--- src/rtl/sdr_bringup_pkg.sv ---
package sdr_bringup_pkg;

  typedef enum logic [2:0] {ST_WAIT, ST_PALL, ST_REF, ST_MRS, ST_IDLE} state_e;
  typedef enum logic [1:0] {CMD_NOP, CMD_PALL, CMD_REF, CMD_MRS} cmd_e;

  typedef struct packed {
    logic cs_n;
    logic ras_n;
    logic cas_n;
    logic we_n;
  } pins_t;

  function automatic pins_t cmd_pins(cmd_e c);
    unique case (c)
      CMD_PALL: return '{cs_n: 1'b0, ras_n: 1'b0, cas_n: 1'b1, we_n: 1'b0};
      CMD_REF:  return '{cs_n: 1'b0, ras_n: 1'b0, cas_n: 1'b0, we_n: 1'b1};
      CMD_MRS:  return '{cs_n: 1'b0, ras_n: 1'b0, cas_n: 1'b0, we_n: 1'b0};
      default:  return '{cs_n: 1'b0, ras_n: 1'b1, cas_n: 1'b1, we_n: 1'b1};
    endcase
  endfunction

  function automatic int imax(int a, int b);
    return (a > b) ? a : b;
  endfunction

endpackage

--- src/rtl/sdr_gap_counter.sv ---
module sdr_gap_counter #(
  parameter int W       = 8,
  parameter int RST_VAL = 1
) (
  input  logic         clk_i,
  input  logic         rst_ni,
  input  logic         load_i,
  input  logic [W-1:0] val_i,
  output logic         done_o
);
  logic [W-1:0] cnt_q;

  always_ff @(posedge clk_i or negedge rst_ni) begin
    if (!rst_ni)            cnt_q <= W'(RST_VAL);
    else if (load_i)        cnt_q <= val_i;
    else if (cnt_q != '0)   cnt_q <= cnt_q - 1'b1;
  end

  // final wait cycle: next state may issue its command
  assign done_o = (cnt_q == W'(1));
endmodule

--- src/rtl/sdr_refresh_timer.sv ---
module sdr_refresh_timer #(
  parameter int PERIOD = 1560
) (
  input  logic clk_i,
  input  logic rst_ni,
  input  logic en_i,
  output logic tick_o
);
  localparam int W = $clog2(PERIOD + 1);
  logic [W-1:0] cnt_q;

  assign tick_o = en_i && (cnt_q == '0);

  always_ff @(posedge clk_i or negedge rst_ni) begin
    if (!rst_ni)        cnt_q <= W'(PERIOD - 1);
    else if (tick_o)    cnt_q <= W'(PERIOD - 1);
    else if (en_i)      cnt_q <= cnt_q - 1'b1;
  end
endmodule

--- src/rtl/sdr_cmd_encode.sv ---
module sdr_cmd_encode
  import sdr_bringup_pkg::*;
#(
  parameter int              ADDR_W    = 12,
  parameter int              BA_W      = 2,
  parameter logic [ADDR_W-1:0] MODE_WORD = '0,
  parameter int              AP_BIT    = 10
) (
  input  cmd_e              cmd_i,
  output pins_t             pins_o,
  output logic [BA_W-1:0]   ba_o,
  output logic [ADDR_W-1:0] addr_o
);
  logic [ADDR_W-1:0] all_banks;

  generate
    if (AP_BIT < ADDR_W) begin : g_ap
      assign all_banks = ADDR_W'(1) << AP_BIT;
    end else begin : g_no_ap
      assign all_banks = '0;
    end
  endgenerate

  assign pins_o = cmd_pins(cmd_i);
  assign ba_o   = '0;

  always_comb begin
    unique case (cmd_i)
      CMD_PALL: addr_o = all_banks;
      CMD_MRS:  addr_o = MODE_WORD;
      default:  addr_o = '0;
    endcase
  end
endmodule

--- src/rtl/sdr_bringup_ctrl.sv ---
module sdr_bringup_ctrl
  import sdr_bringup_pkg::*;
#(
  parameter int                ADDR_W     = 12,
  parameter int                BA_W       = 2,
  parameter logic [ADDR_W-1:0] MODE_WORD  = 12'h032,
  parameter int                T_PWRUP    = 20000,
  parameter int                T_RP       = 3,
  parameter int                T_RFC      = 7,
  parameter int                T_RSA      = 2,
  parameter int                T_REFI     = 1560,
  parameter int                N_INIT_REF = 8
) (
  input  logic              clk_i,
  input  logic              rst_ni,
  input  logic              req_i,
  output logic              gnt_o,
  output logic              ready_o,
  output logic              cs_n_o,
  output logic              ras_n_o,
  output logic              cas_n_o,
  output logic              we_n_o,
  output logic              cke_o,
  output logic              dqm_o,
  output logic [BA_W-1:0]   ba_o,
  output logic [ADDR_W-1:0] addr_o
);
  localparam int GAP_MAX = imax(imax(T_PWRUP, T_RP), imax(T_RFC, T_RSA));
  localparam int GAP_W   = $clog2(GAP_MAX + 1);
  localparam int REF_W   = $clog2(N_INIT_REF + 1);

  state_e             state_q, state_d, nxt_q, nxt_d;
  logic [REF_W-1:0]   refs_q, refs_d;
  logic               init_q, init_d;
  logic               done_q, done_d;
  logic               pend_q, pend_d;
  logic               cke_q, dqm_q;
  logic               load;
  logic [GAP_W-1:0]   load_val;
  logic               gap_done, tick;
  cmd_e               cmd;
  pins_t              pins;

  sdr_gap_counter #(.W(GAP_W), .RST_VAL(T_PWRUP)) u_gap (
    .clk_i, .rst_ni, .load_i(load), .val_i(load_val), .done_o(gap_done)
  );

  sdr_refresh_timer #(.PERIOD(T_REFI)) u_timer (
    .clk_i, .rst_ni, .en_i(done_q), .tick_o(tick)
  );

  sdr_cmd_encode #(.ADDR_W(ADDR_W), .BA_W(BA_W), .MODE_WORD(MODE_WORD)) u_enc (
    .cmd_i(cmd), .pins_o(pins), .ba_o(ba_o), .addr_o(addr_o)
  );

  always_comb begin
    state_d  = state_q;
    nxt_d    = nxt_q;
    refs_d   = refs_q;
    init_d   = init_q;
    cmd      = CMD_NOP;
    load     = 1'b0;
    load_val = '0;
    unique case (state_q)
      ST_WAIT: if (gap_done) state_d = nxt_q;
      ST_PALL: begin
        cmd      = CMD_PALL;
        load     = 1'b1;
        load_val = GAP_W'(T_RP - 1);
        state_d  = ST_WAIT;
        nxt_d    = ST_REF;
      end
      ST_REF: begin
        cmd      = CMD_REF;
        load     = 1'b1;
        load_val = GAP_W'(T_RFC - 1);
        state_d  = ST_WAIT;
        if (init_q && refs_q > REF_W'(1)) begin
          nxt_d  = ST_REF;
          refs_d = refs_q - 1'b1;
        end else if (init_q) begin
          nxt_d  = ST_MRS;
        end else begin
          nxt_d  = ST_IDLE;
        end
      end
      ST_MRS: begin
        cmd      = CMD_MRS;
        load     = 1'b1;
        load_val = GAP_W'(T_RSA - 1);
        state_d  = ST_WAIT;
        nxt_d    = ST_IDLE;
        init_d   = 1'b0;
      end
      ST_IDLE: if (pend_q) state_d = ST_PALL;
      default: state_d = ST_WAIT;
    endcase
  end

  // refresh due flag; cleared by the refresh command itself
  assign pend_d = tick | (pend_q & (state_q != ST_REF));
  assign done_d = done_q | ((state_q == ST_WAIT) & gap_done & (nxt_q == ST_IDLE));

  always_ff @(posedge clk_i or negedge rst_ni) begin
    if (!rst_ni) begin
      state_q <= ST_WAIT;
      nxt_q   <= ST_PALL;
      refs_q  <= REF_W'(N_INIT_REF);
      init_q  <= 1'b1;
      done_q  <= 1'b0;
      pend_q  <= 1'b0;
      cke_q   <= 1'b0;
      dqm_q   <= 1'b1;
    end else begin
      state_q <= state_d;
      nxt_q   <= nxt_d;
      refs_q  <= refs_d;
      init_q  <= init_d;
      done_q  <= done_d;
      pend_q  <= pend_d;
      cke_q   <= 1'b1;
      dqm_q   <= ~done_d;
    end
  end

  assign gnt_o   = (state_q == ST_IDLE) & ~pend_q & req_i;
  assign ready_o = done_q;
  assign cke_o   = cke_q;
  assign dqm_o   = dqm_q;
  assign cs_n_o  = pins.cs_n;
  assign ras_n_o = pins.ras_n;
  assign cas_n_o = pins.cas_n;
  assign we_n_o  = pins.we_n;
endmodule

--- config.mk ---
export PLATFORM = sky130hd
export DESIGN_NAME = sdr_bringup_ctrl
export DESIGN_NICKNAME = d
export VERILOG_FILES = /design/src/rtl/sdr_bringup_pkg.sv /design/src/rtl/sdr_gap_counter.sv /design/src/rtl/sdr_refresh_timer.sv /design/src/rtl/sdr_cmd_encode.sv /design/src/rtl/sdr_bringup_ctrl.sv
export SDC_FILE = /design/constraint.sdc
export NUM_CORES = 1
export LEC_CHECK = 0
export ABC_AREA = 1
export ABC_CLOCK_PERIOD_IN_PS = 1480
export BUFFER_PORTS_ARGS = -buffer_cell sky130_fd_sc_hd__clkbuf_2
export CAP_MARGIN = 20
export CELL_PAD_IN_SITES_DETAIL_PLACEMENT = 1
export CELL_PAD_IN_SITES_GLOBAL_PLACEMENT = 2
export CORE_ASPECT_RATIO = 1.75
export CORE_UTILIZATION = 34
export DETAILED_ROUTE_END_ITERATION = 16
export GPL_TIMING_DRIVEN = 1
export MAX_ROUTING_LAYER = met4
export PLACE_DENSITY_LB_ADDON = 0.1
export REMOVE_ABC_BUFFERS = 1
export SYNTH_ARGS = -nofsm -noshare
export SYNTH_HDL_FRONTEND = slang
export SYNTH_SLANG_ARGS = --single-unit
--- constraint.sdc ---
create_clock -name clk_i -period 1.48 [get_ports clk_i]
set_input_delay 0.296 -clock clk_i [delete_from_list [all_inputs] [get_ports clk_i]]
set_output_delay 0.296 -clock clk_i [all_outputs]
set_load 0.02 [all_outputs]
# --- Yosys cells after proc, flatten, opt, wreduce, memory -nomap -nowiden ---
# Index checks and enable logic that the tools add are counted.
# W data, S select, Z words.
op_classes:
  addsub: 3
  mul: 0
  div_mod_pow: 0
  order_cmp: 1
  n_eq_ne: 12
  shift: 0
  mux: 15
  n_bitwise: 9
  n_reduce_logical: 11
ops:
  columns: ["cell", "n"]
  rows:
  - ["$mux W15", 2]
  - ["$pmux W3 S3", 3]
  - ["$mux W11", 2]
  - ["$pmux W11 S2", 1]
  - ["$eq A15 B1 Y1 const B", 1]
  - ["$reduce_bool A15 Y1", 1]
  - ["$sub A15 B1 Y15 const B", 1]
  - ["$mux W3", 4]
  - ["$logic_not A11 Y1", 1]
  - ["$sub A11 B1 Y11 const B", 1]
  - ["$eq A3 B2 Y1 const B", 2]
  - ["$eq A3 B3 Y1 const B", 2]
  - ["$pmux W2 S3", 1]
  - ["$pmux W3 S2", 1]
  - ["$and A1 B1 Y1", 5]
  - ["$eq A2 B2 Y1 const B", 2]
  - ["$gt A4 B1 Y1 const B", 1]
  - ["$ne A2 B2 Y1 const B", 2]
  - ["$reduce_and A2 Y1", 2]
  - ["$reduce_bool A2 Y1", 2]
  - ["$sub A4 B1 Y4 const B", 1]
  - ["$eq A3 B1 Y1 const B", 1]
  - ["$logic_not A3 Y1", 1]
  - ["$ne A3 B2 Y1 const B", 1]
  - ["other kinds (7)", 10]
totals:
  ff_bits: 41
  latch_bits: 0
  mem_bits_rw: 0
  rom_bits: 0
  out_inout_bits: 22
  memories: 0

# --- Depth between registers and ports, before layout ---
logic_depth:
  depth_word: 5
  ltp_mapped: 9

# --- Modules after synthesis ---
# From an unflattened synthesis, not the netlist that was laid out.
unflattened:
  hier_cells: 356
  hier_area_um2: 2583.7
by_module_without_submodules:
  columns: ["mod", "instances", "cells_per_inst", "area_per_inst_um2", "seq_area_each_um2"]
  rows:
  - ["sdr_gap_counter", 1, 155, 1038.5, 381.6]
  - ["sdr_bringup_ctrl", 1, 96, 755.7, 380.4]
  - ["sdr_refresh_timer", 1, 85, 663.1, 282.8]
  - ["sdr_cmd_encode", 1, 20, 126.4, 0.0]

# --- Worst setup path before layout ---
# Ideal clock, no wire load.
synth_path:
  kind: "reg2out"
  startpoint: "register state_q[2]"
  endpoint: "output port addr_o[4]"
  arrival_time_ns: 1.285
  t_required_ns: 1.184
  setup_slack_ns: -0.101
  path_stages_with_launch: 5
  n_path_buf: 1
  cell_sequence: "dfrtp_1 -> inv_2 -> nand2_4 -> nor2_1 -> buf_4"
synth_between:
  elab_chain_len: 4
  elab_cells_between_ends: 7
synth_lines:
  columns: ["element", "line_no", "text"]
  rows:
  - ["from (decl)", "sdr_bringup_ctrl.sv:32", "state_e state_q, state_d, nxt_q, nxt_d;"]
  - ["from (signal assigned)", "sdr_bringup_ctrl.sv:115", "state_q <= state_d;"]
  - ["$eq A3 B2 Y1 or $eq A3 B1 Y1 (tied branches)", "sdr_bringup_ctrl.sv:64", "unique case (state_q)"]
  - ["$pmux W2 S3 (*)", "sdr_bringup_ctrl.sv:64", null]
  - ["$eq A2 B2 Y1 or $eq A2 B1 Y1 (tied branches)", "sdr_cmd_encode.sv:28", "unique case (cmd_i)"]
  - ["$pmux W11 S2 (*)", "sdr_cmd_encode.sv:28", null]
  - ["to (decl)", "sdr_bringup_ctrl.sv:26", "output logic [ADDR_W-1:0] addr_o"]
# Mark *: on every way between the ends. The rest lies on a longest branch, timed or not.

# --- Final worst setup path ---
layout_path:
  startpoint: "register state_q[2]"
  endpoint: "output port addr_o[5]"
# The elaborated chain is that of the path after synthesis.

==> impl_results.md <==
- Crit share post-route: 103%
- PD cells: 823 nW/µm²
- Fraction of registers with async set/reset: 100%
- Total track usage: 18.6%
- Vias: 1983
- Mux cell area share after synthesis: 0%
- Clock transition at path regs: 0.06 ns
- Yosys top cell by area: dfrtp_1
- Comb pwr share: 2.5%
- Core Box Area: 6810 µm²
- Compound-gate portion of the synthesized area: 5.36%
- Starting Density: 35.0%
- Yosys warning count: 0
- First-pass GRT wire length: 9.84 mm
- Top cell type's share of synthesized area: 27.3%
- Syn-to-layout area delta: 27.0%
- R2R Setup Slk: 0.10 ns
- Reg area: 1050 µm²
- Diodes inserted: 0
- Final WL: 6.10 mm
- Final Util: 44.5%
- Worst setup EP type: output pin
- Seq pwr share: 45.1%
- PortBufs: 13
- Ports: 25
- Inserted Clock Buffers: 5
- Reg-to-Reg End: u_gap.cnt_q[0]
- DRT antenna net count: 0
- Die Span Y: 113 µm
- Initial antenna violation count: 0
- CTS root buffer: clkbuf_16
- Layout cells sized above 1: 31.0%
- Internal: 0.00198 W
- CP required: 1.18 ns
- Via density: 4.62
- Hold path cells: 2
- GPL Wtd Cong: 0.751
- Number of synthesized flops with an enable pin: 0
- VDD IR max: 0.710 mV
- Hold endpoint: u_timer.cnt_q[0]
- Final WS setup: -0.0479 ns
- WS Path Type: flop to output pin
- Failing checks: setup timing
- Reg2reg start: u_gap.cnt_q[1]
- TritonRoute pass-1 iters: 4
- Clk_lat worst skew: 0.29 ns
- Worst-case reg-to-reg path depth: 8
- HP Start: u_timer.cnt_q[0]
- Tmin final: 1.53 ns
- Number of global-route vias before repair: 2039
- Post-Place Setup Slack: 0.0348 ns
- Area contributors post-synth: dfrtp_1 27%, dfstp_2 17%, nand2_1 9.6%
- Largest family of logic cells by synthesized area: simple AND/OR/NAND/NOR gates
- Drt initial violations: 65
- Clock skew: 0.00354 ns
- Min-delay worst type: flop to flop
- Max Slew Vio Count: 0
- Seq/Total Area, Yosys: 43.9%
- Sw frac: 20.6%
- Post-Synthesis Cells: 302
- Post-route DRC: 0
- Die Span X: 65.3 µm
- Worst setup SP type: flop
- Grt total ovfl: 0
- Site Rows: 40
- # fillers: 858
- Post-synthesis simple-gate area fraction: 32.7%
- Synthesized area: 2380 µm²
- Power share of the clock group: 52.4%
- Overall power: 0.00249 W
- Post-Synth XOR/XNOR Area: 1.84%
- Nets@finish: 353
- Post-Synth Adder-Cell Area: 3.15%
- Hold Vio Cnt, Final: 0
- Post-DP HPWL: 4.35 mm
- Avg Cell Area, Syn: 7.89 µm²
- Die area: 7360 µm²
- DR WL/cell: 14.2 µm
- Ys flop type: dfrtp_1
- CTS Sinks: 41
- #FFs+latches synth: 41
- Crit Path Max Fanout: 4
- H-tree depth: 2
- CTS max path bufs: 2
- Largest net degree at the start of global routing: 42
- NetSw: 0.000513 W
- CTS tree: done
- Outcome: finished, violations left
- Total leakage power: 1.56 nW
- Fmax: 654 MHz
- Final Setup Violations: 6
- Footprint of the multi-input gates: 1180 µm²
- Max-cap viol count: 0
- Library cells used by synthesis: 32
- Unrepaired setup endpoints after global routing: yes
- Hold slack final: 0.468 ns
- Worst EP arrival: 1.23 ns
through the flow:
stage,cells,setup TNS (ns),area [µm²]
CTS,421,-0.231,2860
floorplan,296,-1.67,2290
finish,429,-0.216,3030
global route,429,-0.522,3030
detailed placement,406,0,2570
global placement,406,0,2570
per-layer routing:
metal / global-route usage (%) / part of all wire [%] / routed length, µm
met5: - / 0 / 0
met4: 8.26 / 2.7 / 163
met3: 3.73 / 1.7 / 102
met2: 34.7 / 60 / 3630
met1: 17.7 / 36 / 2200
what timing repair did:
item	CTS	global route
setup endpoints to repair	6	33
setup buffers	6	7
endpoints found under the hold margin	26	0
resized for setup	16	35
hold buffers	1	0
pin swaps	3	10
gates cloned	0	1
power by group through the flow:
stage | combinational, W | sequential [W] | clock (W)
final | 0.0000614 | 0.00112 | 0.00131
after floorplan | 0.0000248 | 0.00115 | 0
after global placement | 0.0000624 | 0.00114 | 0
after global routing | 0.0000703 | 0.00112 | 0.00137
after detailed placement | 0.0000616 | 0.00114 | 0
after CTS | 0.0000638 | 0.00112 | 0.00134
placed cells by master, fill, tap and decap left out, types with 2 or more instances in the layout:
cell	instances
o21ai_1	2
nand2_2	4
and2_1	2
nor3_1	2
clkbuf_16	5
nor2_4	6
nand3_1	25
nor3_2	4
ha_1	3
nor2_2	6
clkbuf_8	3
nor2_1	40
o21ai_2	2
nand2_4	5
buf_4	25
nand3_2	2
conb_1	12
nand2_1	60
inv_2	4
dfstp_2	15
or2_2	2
o21ai_0	8
inv_1	40
buf_6	4
nand4_1	4
o211ai_1	2
dfrtp_2	3
ha_4	2
clkbuf_2	6
a21oi_1	5
nor2_8	2
xor2_1	5
dfrtp_1	23
Yosys cell counts (5+ instances only):
cell type / instances
nor2_1: 47
nand2_1: 61
buf_4: 15
dfstp_2: 15
xor2_1: 5
ha_1: 6
inv_1: 43
nor3_1: 5
a21oi_1: 5
o21ai_0: 9
dfrtp_1: 26
nand3_1: 27
logic make-up after synthesis:
group / count (synthesis)
compound gates: 22
other cells: 2
flops: 41
fa+ha+maj: 6
xor+xnor: 5
simple gates: 164
buf+inv: 62
worst max-delay path by stage:
stage                        start              end  cells past startpoint
finish                  state_q[2]        addr_o[5]                      4
global route            state_q[2]        addr_o[5]                      4
global placement    u_gap.cnt_q[0]   u_gap.cnt_q[0]                      8
CTS                     state_q[2]          ras_n_o                      5
detailed placement  u_gap.cnt_q[1]  u_gap.cnt_q[13]                      7
floorplan               state_q[2]   u_gap.cnt_q[0]                      5
final cells by class:
cell class / count / share of cell area [%]
Clock inverter: 1 / 0.992
Clock buffer: 7 / 4.71
Multi-Input combinational cell: 210 / 38.9
Timing Repair Buffer: 40 / 11.1
Sequential cell: 41 / 34.6
Inverter: 46 / 6.20
Tap cell: 84 / 3.47
worst max-delay path, cell delays in order (launching register included):
cell,delay [ns]
dfrtp_2,0.44
inv_4,0.09
nand2_4,0.08
nor2_4,0.16
clkbuf_8,0.16
state kept, by name (all words and copies together), names as in the netlist:
signal	flops
init_q	1
cke_o	1
ready_o	1
refs_q	4
u_gap.cnt_q	15
pend_q	1
state_q	3
nxt_q	3
dqm_o	1
u_timer.cnt_q	11
Note: power is estimated with default switching activity, not from simulation.
